## src/rtl/irqc_pkg.sv

```systemverilog
package irqc_pkg;
   // Byte offsets of the register port; software depends on these values.
   localparam logic [7:0] OFF_STATUS  = 8'h00;
   localparam logic [7:0] OFF_PENDING = 8'h04;
   localparam logic [7:0] OFF_ENABLE  = 8'h08;
   localparam logic [7:0] OFF_ACK     = 8'h0C;
   localparam logic [7:0] OFF_SETEN   = 8'h10;
   localparam logic [7:0] OFF_CLREN   = 8'h14;
   localparam logic [7:0] OFF_VECTOR  = 8'h18;
   localparam logic [7:0] OFF_MASTER  = 8'h1C;

   // Master register bit positions.
   localparam int MST_ME_BIT  = 0;
   localparam int MST_HIE_BIT = 1;
   localparam int MST_W       = 2;

   typedef struct packed {
      logic ack;
      logic en_all;
      logic en_set;
      logic en_clr;
      logic master;
   } wr_strobe_t;
endpackage

```

## src/rtl/irqc_src_cell.sv

```systemverilog
module irqc_src_cell #(
   parameter bit IS_EDGE = 1'b0
) (
   input  logic clk,
   input  logic rst_n,
   input  logic req,
   input  logic ack_clr,
   output logic flag_q
);
   logic set_now;

   generate
      if (IS_EDGE) begin : g_edge
         logic prev_q;
         always_ff @(posedge clk or negedge rst_n) begin
            if (!rst_n) prev_q <= 1'b0;
            else        prev_q <= req;
         end
         assign set_now = req & ~prev_q;
      end else begin : g_level
         assign set_now = req;
      end
   endgenerate

   // A new request in the same cycle wins over an acknowledge.
   always_ff @(posedge clk or negedge rst_n) begin
      if (!rst_n) flag_q <= 1'b0;
      else        flag_q <= set_now | (flag_q & ~ack_clr);
   end
endmodule

```

## src/rtl/irqc_lowest_idx.sv

```systemverilog
module irqc_lowest_idx #(
   parameter int N = 32,
   localparam int IDX_W = (N > 1) ? $clog2(N) : 1
) (
   input  logic [N-1:0]     vec,
   output logic             found,
   output logic [IDX_W-1:0] idx
);
   always_comb begin
      found = 1'b0;
      idx   = '0;
      for (int i = N - 1; i >= 0; i--) begin
         if (vec[i]) begin
            found = 1'b1;
            idx   = IDX_W'(i);
         end
      end
   end
endmodule

```

## src/rtl/irqc_ctrl_regs.sv

```systemverilog
module irqc_ctrl_regs
   import irqc_pkg::*;
#(
   parameter int NUM_SRC = 32,
   parameter int DATA_W  = 32
) (
   input  logic              clk,
   input  logic              rst_n,
   input  wr_strobe_t        stb,
   input  logic [DATA_W-1:0] wdata,
   output logic [NUM_SRC-1:0] enable_q,
   output logic [MST_W-1:0]   master_q
);
   logic [NUM_SRC-1:0] mask;
   assign mask = wdata[NUM_SRC-1:0];

   always_ff @(posedge clk or negedge rst_n) begin
      if (!rst_n) begin
         enable_q <= '0;
      end else if (stb.en_all) begin
         enable_q <= mask;
      end else if (stb.en_set) begin
         enable_q <= enable_q | mask;
      end else if (stb.en_clr) begin
         enable_q <= enable_q & ~mask;
      end
   end

   always_ff @(posedge clk or negedge rst_n) begin
      if (!rst_n)          master_q <= '0;
      else if (stb.master) master_q <= wdata[MST_W-1:0];
   end
endmodule

```

## src/rtl/irq_vector_ctrl.sv

```systemverilog
module irq_vector_ctrl
   import irqc_pkg::*;
#(
   parameter int          NUM_SRC   = 32,
   parameter int          DATA_W    = 32,
   parameter int          ADDR_W    = 5,
   parameter logic [31:0] EDGE_MASK = 32'h0000_0010
) (
   input  logic               clk,
   input  logic               rst_n,
   input  logic [ADDR_W-1:0]  bus_addr,
   input  logic               bus_wr,
   input  logic [DATA_W-1:0]  bus_wdata,
   output logic [DATA_W-1:0]  bus_rdata,
   input  logic [NUM_SRC-1:0] irq_in,
   output logic               cpu_irq
);
   localparam int IDX_W = (NUM_SRC > 1) ? $clog2(NUM_SRC) : 1;

   // Elaboration-time parameter checks.
   if (NUM_SRC < 1 || NUM_SRC > 32) begin : g_bad_src
      $error("NUM_SRC must lie in 1..32");
   end
   if (DATA_W < 32) begin : g_bad_data
      $error("DATA_W must be at least 32");
   end
   if (ADDR_W < 5) begin : g_bad_addr
      $error("ADDR_W must be at least 5");
   end

   logic [NUM_SRC-1:0] status_q;
   logic [NUM_SRC-1:0] enable_q;
   logic [MST_W-1:0]   master_q;
   logic [NUM_SRC-1:0] pending;
   logic [DATA_W-1:0]  vector_word;
   logic               vec_found;
   logic [IDX_W-1:0]   vec_idx;
   wr_strobe_t         stb;

   function automatic logic hit(input logic [ADDR_W-1:0] a, input logic [7:0] off);
      return a == ADDR_W'(off);
   endfunction

   // Write decode.
   always_comb begin
      stb.ack    = bus_wr & hit(bus_addr, OFF_ACK);
      stb.en_all = bus_wr & hit(bus_addr, OFF_ENABLE);
      stb.en_set = bus_wr & hit(bus_addr, OFF_SETEN);
      stb.en_clr = bus_wr & hit(bus_addr, OFF_CLREN);
      stb.master = bus_wr & hit(bus_addr, OFF_MASTER);
   end

   // One latch cell per source; the type mask picks the variant.
   for (genvar gi = 0; gi < NUM_SRC; gi++) begin : g_src
      irqc_src_cell #(.IS_EDGE(EDGE_MASK[gi])) u_cell (
         .clk     (clk),
         .rst_n   (rst_n),
         .req     (irq_in[gi]),
         .ack_clr (stb.ack & bus_wdata[gi]),
         .flag_q  (status_q[gi])
      );
   end

   irqc_ctrl_regs #(.NUM_SRC(NUM_SRC), .DATA_W(DATA_W)) u_regs (
      .clk      (clk),
      .rst_n    (rst_n),
      .stb      (stb),
      .wdata    (bus_wdata),
      .enable_q (enable_q),
      .master_q (master_q)
   );

   assign pending = status_q & enable_q;

   irqc_lowest_idx #(.N(NUM_SRC)) u_prio (
      .vec   (pending),
      .found (vec_found),
      .idx   (vec_idx)
   );

   assign vector_word = vec_found ? DATA_W'(vec_idx) : {DATA_W{1'b1}};

   assign cpu_irq = master_q[MST_ME_BIT] & master_q[MST_HIE_BIT] & (|pending);

   // Read mux; write-only locations read as zero.
   always_comb begin
      bus_rdata = '0;
      if (hit(bus_addr, OFF_STATUS))       bus_rdata = DATA_W'(status_q);
      else if (hit(bus_addr, OFF_PENDING)) bus_rdata = DATA_W'(pending);
      else if (hit(bus_addr, OFF_ENABLE))  bus_rdata = DATA_W'(enable_q);
      else if (hit(bus_addr, OFF_VECTOR))  bus_rdata = vector_word;
      else if (hit(bus_addr, OFF_MASTER))  bus_rdata = DATA_W'(master_q);
   end
endmodule

```

## config.mk

```make
export PLATFORM = sky130hd
export DESIGN_NAME = irq_vector_ctrl
export DESIGN_NICKNAME = d
export VERILOG_FILES = /design/src/rtl/irqc_pkg.sv /design/src/rtl/irqc_src_cell.sv /design/src/rtl/irqc_lowest_idx.sv /design/src/rtl/irqc_ctrl_regs.sv /design/src/rtl/irq_vector_ctrl.sv
export SDC_FILE = /design/constraint.sdc
export NUM_CORES = 1
export LEC_CHECK = 0
export BUFFER_PORTS_ARGS = -buffer_cell sky130_fd_sc_hd__buf_2
export CORE_AREA = 2 2 85 87
export DETAILED_ROUTE_END_ITERATION = 6
export DIE_AREA = 0 0 87 89
export GPL_TIMING_DRIVEN = 0
export PLACE_DENSITY = 0.84
export SETUP_SLACK_MARGIN = 0.1
export SYNTH_ARGS = -nofsm -noshare
export SYNTH_HDL_FRONTEND = slang
export SYNTH_SLANG_ARGS = --single-unit
```

## constraint.sdc

```tcl
create_clock -name clk -period 5.64 [get_ports clk]
set_clock_uncertainty 0.05 [all_clocks]
set_input_delay 0.282 -clock clk [delete_from_list [all_inputs] [get_ports clk]]
set_output_delay 0.282 -clock clk [all_outputs]
set_load 0.01 [all_outputs]
```

==> impl_metrics.tcl, run 1 <==
set metrics [dict create \
    status "finished, violations left" \
    violations "hold timing" \
    h-tree-depth 3 \
    postLayoutCoreUtil_pct 67.97 \
    finalCritPeriodShare_pct 55.30 \
    hold_viol_final 18 \
    rsz0062_at_grt "false" \
    slowest_delay_ps 460 \
    syn-num-nets 469 \
    crit_required_ps 5310 \
    area_growth_pct 20.94 \
    setup_viol 0 \
    syn_area_per_cell_um2 9.512 \
    cts.sinks 67 \
    yosysWarnings 0 \
    dp_cells 581 \
    drive_gt1_share_pct 26.21 \
    placed_area_um2 4399 \
    grt_first_pass_wirelength_um 17040 \
    netlist_area_um2 3776 \
    post_cts_buffers 0 \
    start_util_pct 56.20 \
    worst_path_max_delay_cell "or3_4" \
    min_path_type "in2async" \
    start_kind "flop" \
    hold_buffers 0 \
    period_needed_ps 3119 \
    path_buf_inv 2 \
    grt.overflow.total 0 \
    max_freq_mhz 320.6 \
    finalMaxSlewViolations 0 \
    grt_max_degree 68 \
    cp-end-kind "output pin" \
    holdWs_ps -15.09 \
    async_flop_share_pct 100.0 \
    drtIter0Drc 342 \
    maxSlewHeadroom_pct 41.77 \
    finalWirelength_um 10910 \
    row_count 30 \
    fin_cells 595 \
    pin_count 105 \
    wl_per_cell_um 18.34 \
    design_power_total_w 0.001302 \
    grt_pass1_vias 3558 \
    crit_type "reg2out" \
    ys.flop_type "dfrtp_1" \
    ant_nets 0 \
    worstPathCellList "a22oi_1 > nand4_1 > or3_4 > o21ai_4 > buf_6 > a2bb2oi_1 > buf_2" \
    hpwl_um 7858 \
    track_usage_pct 28.15 \
    die_w_um 87 \
    worstMarginPinSlew_ps 873.4 \
    cts_buffers 9 \
    fin_tns_setup_ps 0 \
    ys_seq_elements 67 \
    pwr_density_cell_nw_per_um2 285.0 \
    seq_area_frac_synth_pct 44.40 \
    cts-root-buf "clkbuf_8" \
    num-nets-final 584 \
    clock_latency_ps 340 \
    clock_path_buffers 2 \
    yosysUniqueCellTypes 49 \
    clk_pin_slew_worst_paths_ps 70 \
    leakagePower_nw 1.872 \
    coreArea_um2 6719 \
    drc 0 \
    num_vias 3864 \
    cap_violations 0 \
    ir_drop_mv 0.1753 \
    grt_antenna_before_repair 0 \
    num_antenna_cells 0 \
    cts.repair.resized 0 \
    portBuffers 104 \
    crit_family "compound AO/OA/AOI/OAI gates" \
    cts_tree "built" \
    dieArea_um2 7743 \
    die-height_um 89 \
    fillCellCount 523 \
    path_max_fanout 10 \
    synth_edf_count 0 \
    synth_cells 397 \
    firstDrtPassIters 5 \
    cp_data_arrival_time_ps 2790 \
    viasPerCell 6.494 \
    place_congestion 0.9535 \
    fin_area_um2 4567 \
]
## cell families (layout without fill, tap and decap cells)
logic type / after synthesis / after routing / synth area share [%]
AO/OA/AOI/OAI: 154 / 154 / 34.20
AND/OR/NAND/NOR: 148 / 148 / 16.83
flip-flops: 67 / 67 / 44.40
buffers and inverters: 24 / 142 / 3.479
multiplexers: 3 / 3 / 0.8615
XOR/XNOR: 1 / 1 / 0.2320
## synth_stat cells (2+ instances only)
| master | count | area [µm²] |
|---|---|---|
| o2111ai_1 | 3 | 26.28 |
| a21oi_1 | 6 | 30.03 |
| a2bb2oi_1 | 25 | 219.0 |
| clkbuf_1 | 14 | 52.55 |
| dfrtp_1 | 67 | 1677 |
| a22o_1 | 3 | 26.28 |
| buf_6 | 5 | 56.30 |
| nand3_1 | 5 | 25.02 |
| a21o_1 | 32 | 240.2 |
| a31oi_1 | 4 | 25.02 |
| a32o_1 | 35 | 350.3 |
| a222oi_1 | 2 | 20.02 |
| and3_1 | 2 | 12.51 |
| a2bb2oi_2 | 2 | 30.03 |
| a311oi_1 | 2 | 17.52 |
| nand4_1 | 4 | 25.02 |
| nor2_1 | 5 | 18.77 |
| o22ai_1 | 4 | 25.02 |
| a22oi_1 | 16 | 120.1 |
| a32oi_1 | 3 | 26.28 |
| buf_2 | 3 | 15.01 |
| inv_1 | 2 | 7.510 |
| o21ai_0 | 6 | 30.03 |
| and2_1 | 2 | 12.51 |
| nand2_1 | 120 | 450.4 |
| mux2_2 | 2 | 22.52 |
## placed cells by master (no fill, tap or decap), types with 2 or more instances in the layout
master,n
a21o_1,32
a21oi_1,6
a222oi_1,2
a22o_1,3
a22oi_1,16
a2bb2oi_1,25
a2bb2oi_2,2
a311oi_1,2
a31oi_1,4
a32o_1,35
a32oi_1,3
and2_1,2
and3_1,2
buf_2,106
buf_6,5
clkbuf_1,15
clkbuf_8,11
dfrtp_1,67
inv_1,2
mux2_2,2
nand2_1,120
nand3_1,5
nand4_1,4
nor2_1,5
o2111ai_1,3
o21ai_0,6
o22ai_1,4
## final timing paths
| kind | startpoint | to | slack (ps) | depth (start not counted) |
|---|---|---|---|---|
| setup / recovery | g_src[23].u_cell.flag_q | bus_rdata[30] | 2520 | 7 |
| hold / removal | rst_n | g_src[0].u_cell.flag_q | -20 | 1 |
| setup reg to reg | flop | flop | 4770 | 1 |
| hold reg to reg | u_regs.master_q[0] | u_regs.master_q[0] | 490 | 1 |
| max in group asynchronous | rst_n | g_src[3].u_cell.flag_q | 4960 | 1 |
| min in group clk | irq_in[4] | g_src[4].u_cell.g_edge.prev_q | 10 | 1 |
## metrics by stage
step / setup WS [ps] / hold slack, ps
after floorplan: 3375 / -63.59
after global placement: 2988 / 356.8
after detailed placement: 2963 / 365.0
after CTS: 2584 / 14.37
after global routing: 2402 / 20.53
final: 2521 / -15.09
## where the power goes
part           internal [W]  total [W]  switching, W
combinational      0.000171   0.000333      0.000162
clock              0.000178   0.000358      0.000180
sequential         0.000540   0.000611     0.0000703
## routing by layer
layer / vias to the layer above / share of wire (%) / track usage, %
met3: 31 / 8.4 / 5.448
met2: 224 / 47 / 45.45
met1: 1853 / 42 / 36.99
met5: - / 0 / 0
li1: 1756 / - / -
met4: 0 / 2.7 / 12.50
## area by class of cell
type / instances / area (µm²) / share of cell area [%]
timing repair buffer: 104 / 523.0 / 11.45
clock buffer: 12 / 155.1 / 3.397
sequential: 67 / 1677 / 36.71
tap: 80 / 100.1 / 2.192
buffer: 22 / 123.9 / 2.712
multi-input combinational: 306 / 1968 / 43.10
clock inverter: 2 / 12.51 / 0.2740
inverter: 2 / 7.507 / 0.1644
Note: power is estimated with default switching activity, not from simulation.
==> run 2: changes to the inputs <==
--- a/config.mk
+++ b/config.mk
@@ -5,12 +5,13 @@
 export SDC_FILE = /design/constraint.sdc
 export NUM_CORES = 1
 export LEC_CHECK = 0
+export ABC_AREA = 1
 export BUFFER_PORTS_ARGS = -buffer_cell sky130_fd_sc_hd__buf_2
-export CORE_AREA = 2 2 85 87
+export CORE_AREA = 2 2 94 96
 export DETAILED_ROUTE_END_ITERATION = 6
-export DIE_AREA = 0 0 87 89
+export DIE_AREA = 0 0 96 98
 export GPL_TIMING_DRIVEN = 0
-export PLACE_DENSITY = 0.84
+export PLACE_DENSITY = 0.76
 export SETUP_SLACK_MARGIN = 0.1
 export SYNTH_ARGS = -nofsm -noshare
 export SYNTH_HDL_FRONTEND = slang
==> constraint.sdc (replaced) <==
create_clock -name clk -period 2.7 [get_ports clk]
set_clock_uncertainty 0.05 [all_clocks]
set_input_delay 0.135 -clock clk [delete_from_list [all_inputs] [get_ports clk]]
set_output_delay 0.135 -clock clk [all_outputs]
set_load 0.01 [all_outputs]
==> run 2 against run 1 <==
Net effect:
- the run ends with setup timing left
- sequential power is 110% higher
- worst setup slack worse by 2800 ps
- register-to-register slack worse by 3100 ps
- worst hold slack better by 20 ps
- flip-flop and latch count stayed put
- first-iteration DRC count is 2.0% higher
- clock power grew to 2.6 times the previous value
- die area is 22% higher
- non-clock buffer count is 66 higher
- design area is 21% higher
- critical path type unchanged
==> impl_metrics.tcl, run 2 <==
set metrics [dict create \
    grt.overflow.total 0 \
    wl_per_cell_um 14.10 \
    yosysUniqueCellTypes 28 \
    coreArea_um2 8466 \
    ys_seq_elements 67 \
    crit_top_cell "nand2_1" \
    setup_ws_ps -254.6 \
    pwr_density_cell_nw_per_um2 550.5 \
    die_w_um 96 \
    portBuffers 104 \
    cp_data_arrival_time_ps 2770 \
    design_power_total_w 0.003039 \
    viasPerCell 5.329 \
    yosys-top-cells-area "dfrtp_1 (42%), nand2_1 (17%), inv_1 (7.1%)" \
    r2r_cells 4 \
    path_max_fanout 2 \
    clkPwrFrac_pct 30.4 \
    rsz0062_at_grt "true" \
    num_antenna_cells 0 \
    synthTopCellsByCount "nand2_1 (179), inv_1 (75), dfrtp_1 (67)" \
    cap_violations 0 \
    p_sw_share_pct 32.90 \
    ir_drop_mv 0.3804 \
    place_congestion 0.8218 \
    ys.flop_type "dfrtp_1" \
    violations "setup timing" \
    drc 0 \
    cp-end-kind "output pin" \
    synth_edf_count 0 \
    slowest_delay_ps 400 \
    netlist_area_um2 3973 \
    clock_latency_ps 350 \
    finalCritPeriodShare_pct 109.4 \
    synthMostInstantiatedCell "nand2_1" \
    firstDrtPassIters 5 \
    grt_antenna_before_repair 0 \
    p_sw_w 0.0009997 \
    h-tree-depth 3 \
    holdWs_ps 5.390 \
    cts.sinks 67 \
    synth_cells 565 \
    cts_tree "built" \
    seq_area_frac_synth_pct 42.20 \
    dieArea_um2 9408 \
    area_growth_pct 38.96 \
    die-height_um 98 \
    async_flop_share_pct 100.0 \
    start_util_pct 46.93 \
    pwr-share-comb_pct 28.3 \
    final_common_cell "nand2_1" \
    status "finished, violations left" \
    start_kind "flop" \
    finalWirelength_um 12080 \
    clk_pin_slew_worst_paths_ps 80 \
    max_freq_mhz 338.5 \
    setup_viol 12 \
    final_cell_mix "nand2_1 (173), buf_2 (102), inv_1 (75)" \
    place_ws_ps 141.5 \
    grt_first_pass_wirelength_um 19510 \
    worst_path_max_delay_cell "dfrtp_1" \
    fillCellCount 726 \
    clock_path_buffers 2 \
    whs_path_depth 3 \
    crit_required_ps 2520 \
    yosysTopAreaCellShare_pct 42.20 \
    num-nets-final 817 \
    cts-root-buf "clkbuf_8" \
    dp_cells 777 \
    leakagePower_nw 2.797 \
    grt_pass1_vias 4377 \
    finalMaxSlewViolations 0 \
    drtIter0Drc 349 \
    p_int_w 0.002039 \
    num_vias 4567 \
    cts_buffers 9 \
    track_usage_pct 26.22 \
    fin_cells 857 \
    crit_type "reg2out" \
    hpwl_um 7827 \
    syn-num-nets 637 \
    ant_nets 0 \
    drive_gt1_share_pct 24.70 \
    path_buf_inv 2 \
    yosys.area.top_type "dfrtp_1" \
    crit_family "simple AND/OR/NAND/NOR gates" \
    yosysWarnings 0 \
    syn_area_per_cell_um2 7.031 \
    period_needed_ps 2955 \
    maxSlewHeadroom_pct 43.11 \
    seqPwrFrac_pct 41.3 \
    path_depth 37 \
    min_path_type "in2reg" \
    worstMarginPinSlew_ps 853.3 \
    hold_viol_final 0 \
    row_count 34 \
    grt_max_degree 68 \
    pin_count 105 \
]
==> run 2: changes by cell type in the layout (fill, tap and decap cells not counted), moves of 25 or more <==
cell / previous run / this run
o21ai_1: 0 / 31
buf_4: 1 / 31
a2bb2oi_1: 25 / 0
o211ai_1: 1 / 35
nand2_1: 120 / 173
inv_1: 2 / 75
nand3_1: 5 / 31
o21ai_0: 6 / 36
a21o_1: 32 / 0
a32o_1: 35 / 1
dlygate4sd3_1: 0 / 33
==> run 2: through the flow <==
stage | util, % | cell area (µm²) | setup TNS, ps
after floorplan | - | 3973 | 0
after global placement | 54.67 | 4628 | 0
after detailed placement | 54.70 | 4631 | 0
after CTS | 61.69 | 5223 | -2583
after global routing | 65.21 | 5520 | -4966
final | 65.21 | 5520 | -717.7
==> run 2: power by group through the flow <==
stage          logic (W)  registers (W)  clock network, W
3_3_place_gp    0.000655        0.00126                 0
6_report        0.000861        0.00126          0.000923
5_1_grt         0.000977        0.00128          0.000974
3_5_place_dp    0.000670        0.00127                 0
4_1_cts         0.000736        0.00125          0.000924
2_1_floorplan   0.000485        0.00125                 0
==> run 2: logic make-up (layout without fill, tap and decap cells) <==
kind of cell / count (synthesis) / after routing / share of synthesized area [%]
simple gates: 283 / 283 / 30.99
buf+inv: 103 / 287 / 10.08
compound gates: 112 / 112 / 16.72
flops: 67 / 67 / 42.20
==> run 2: layout make-up <==
type / instances / area, µm² / share of cell area, %
multi-input cells: 395 / 1947 / 35.27
flip-flops and latches: 67 / 1677 / 30.37
repair buffers: 169 / 1121 / 20.31
inverters: 80 / 307.8 / 5.576
well taps: 108 / 135.1 / 2.448
clock buffers: 9 / 123.9 / 2.244
plain buffers: 23 / 117.6 / 2.131
clock inverters: 6 / 91.34 / 1.655
==> run 2: worst min-delay path, cell delays in order <==
cell and delay [ps]:
buf_2 100, inv_1 70, o21ai_1 70
==> run 2: worst paths after layout <==
path / slack, ps / endpoint / startpoint
worst min-delay path: 5 / flop / bus_wdata[10]
worst max register to register: 1690 / flop / flop
worst max-delay path: -250 / bus_rdata[0] / flop
min in group asynchronous: 410 / g_src[17].u_cell.flag_q / rst_n
worst min register to register: 380 / g_src[4].u_cell.flag_q / g_src[4].u_cell.g_edge.prev_q
max in group asynchronous: 1640 / g_src[31].u_cell.flag_q / rst_n
==> run 2: per-layer routing <==
layer,vias to the layer above,track usage [%],wire (µm)
li1,2220,-,-
met1,2105,33.53,5029
met2,212,42.84,5941
met3,30,5.401,828
met4,0,10.88,282
met5,-,0,0
==> run 2: timing repair <==
item	4_1_cts	5_1_grt
setup buffers	5	26
setup endpoints to repair	23	30
resized for setup	3	27
pin swaps	3	11
hold buffers	33	0
endpoints found under the hold margin	100	0
cloned	0	1
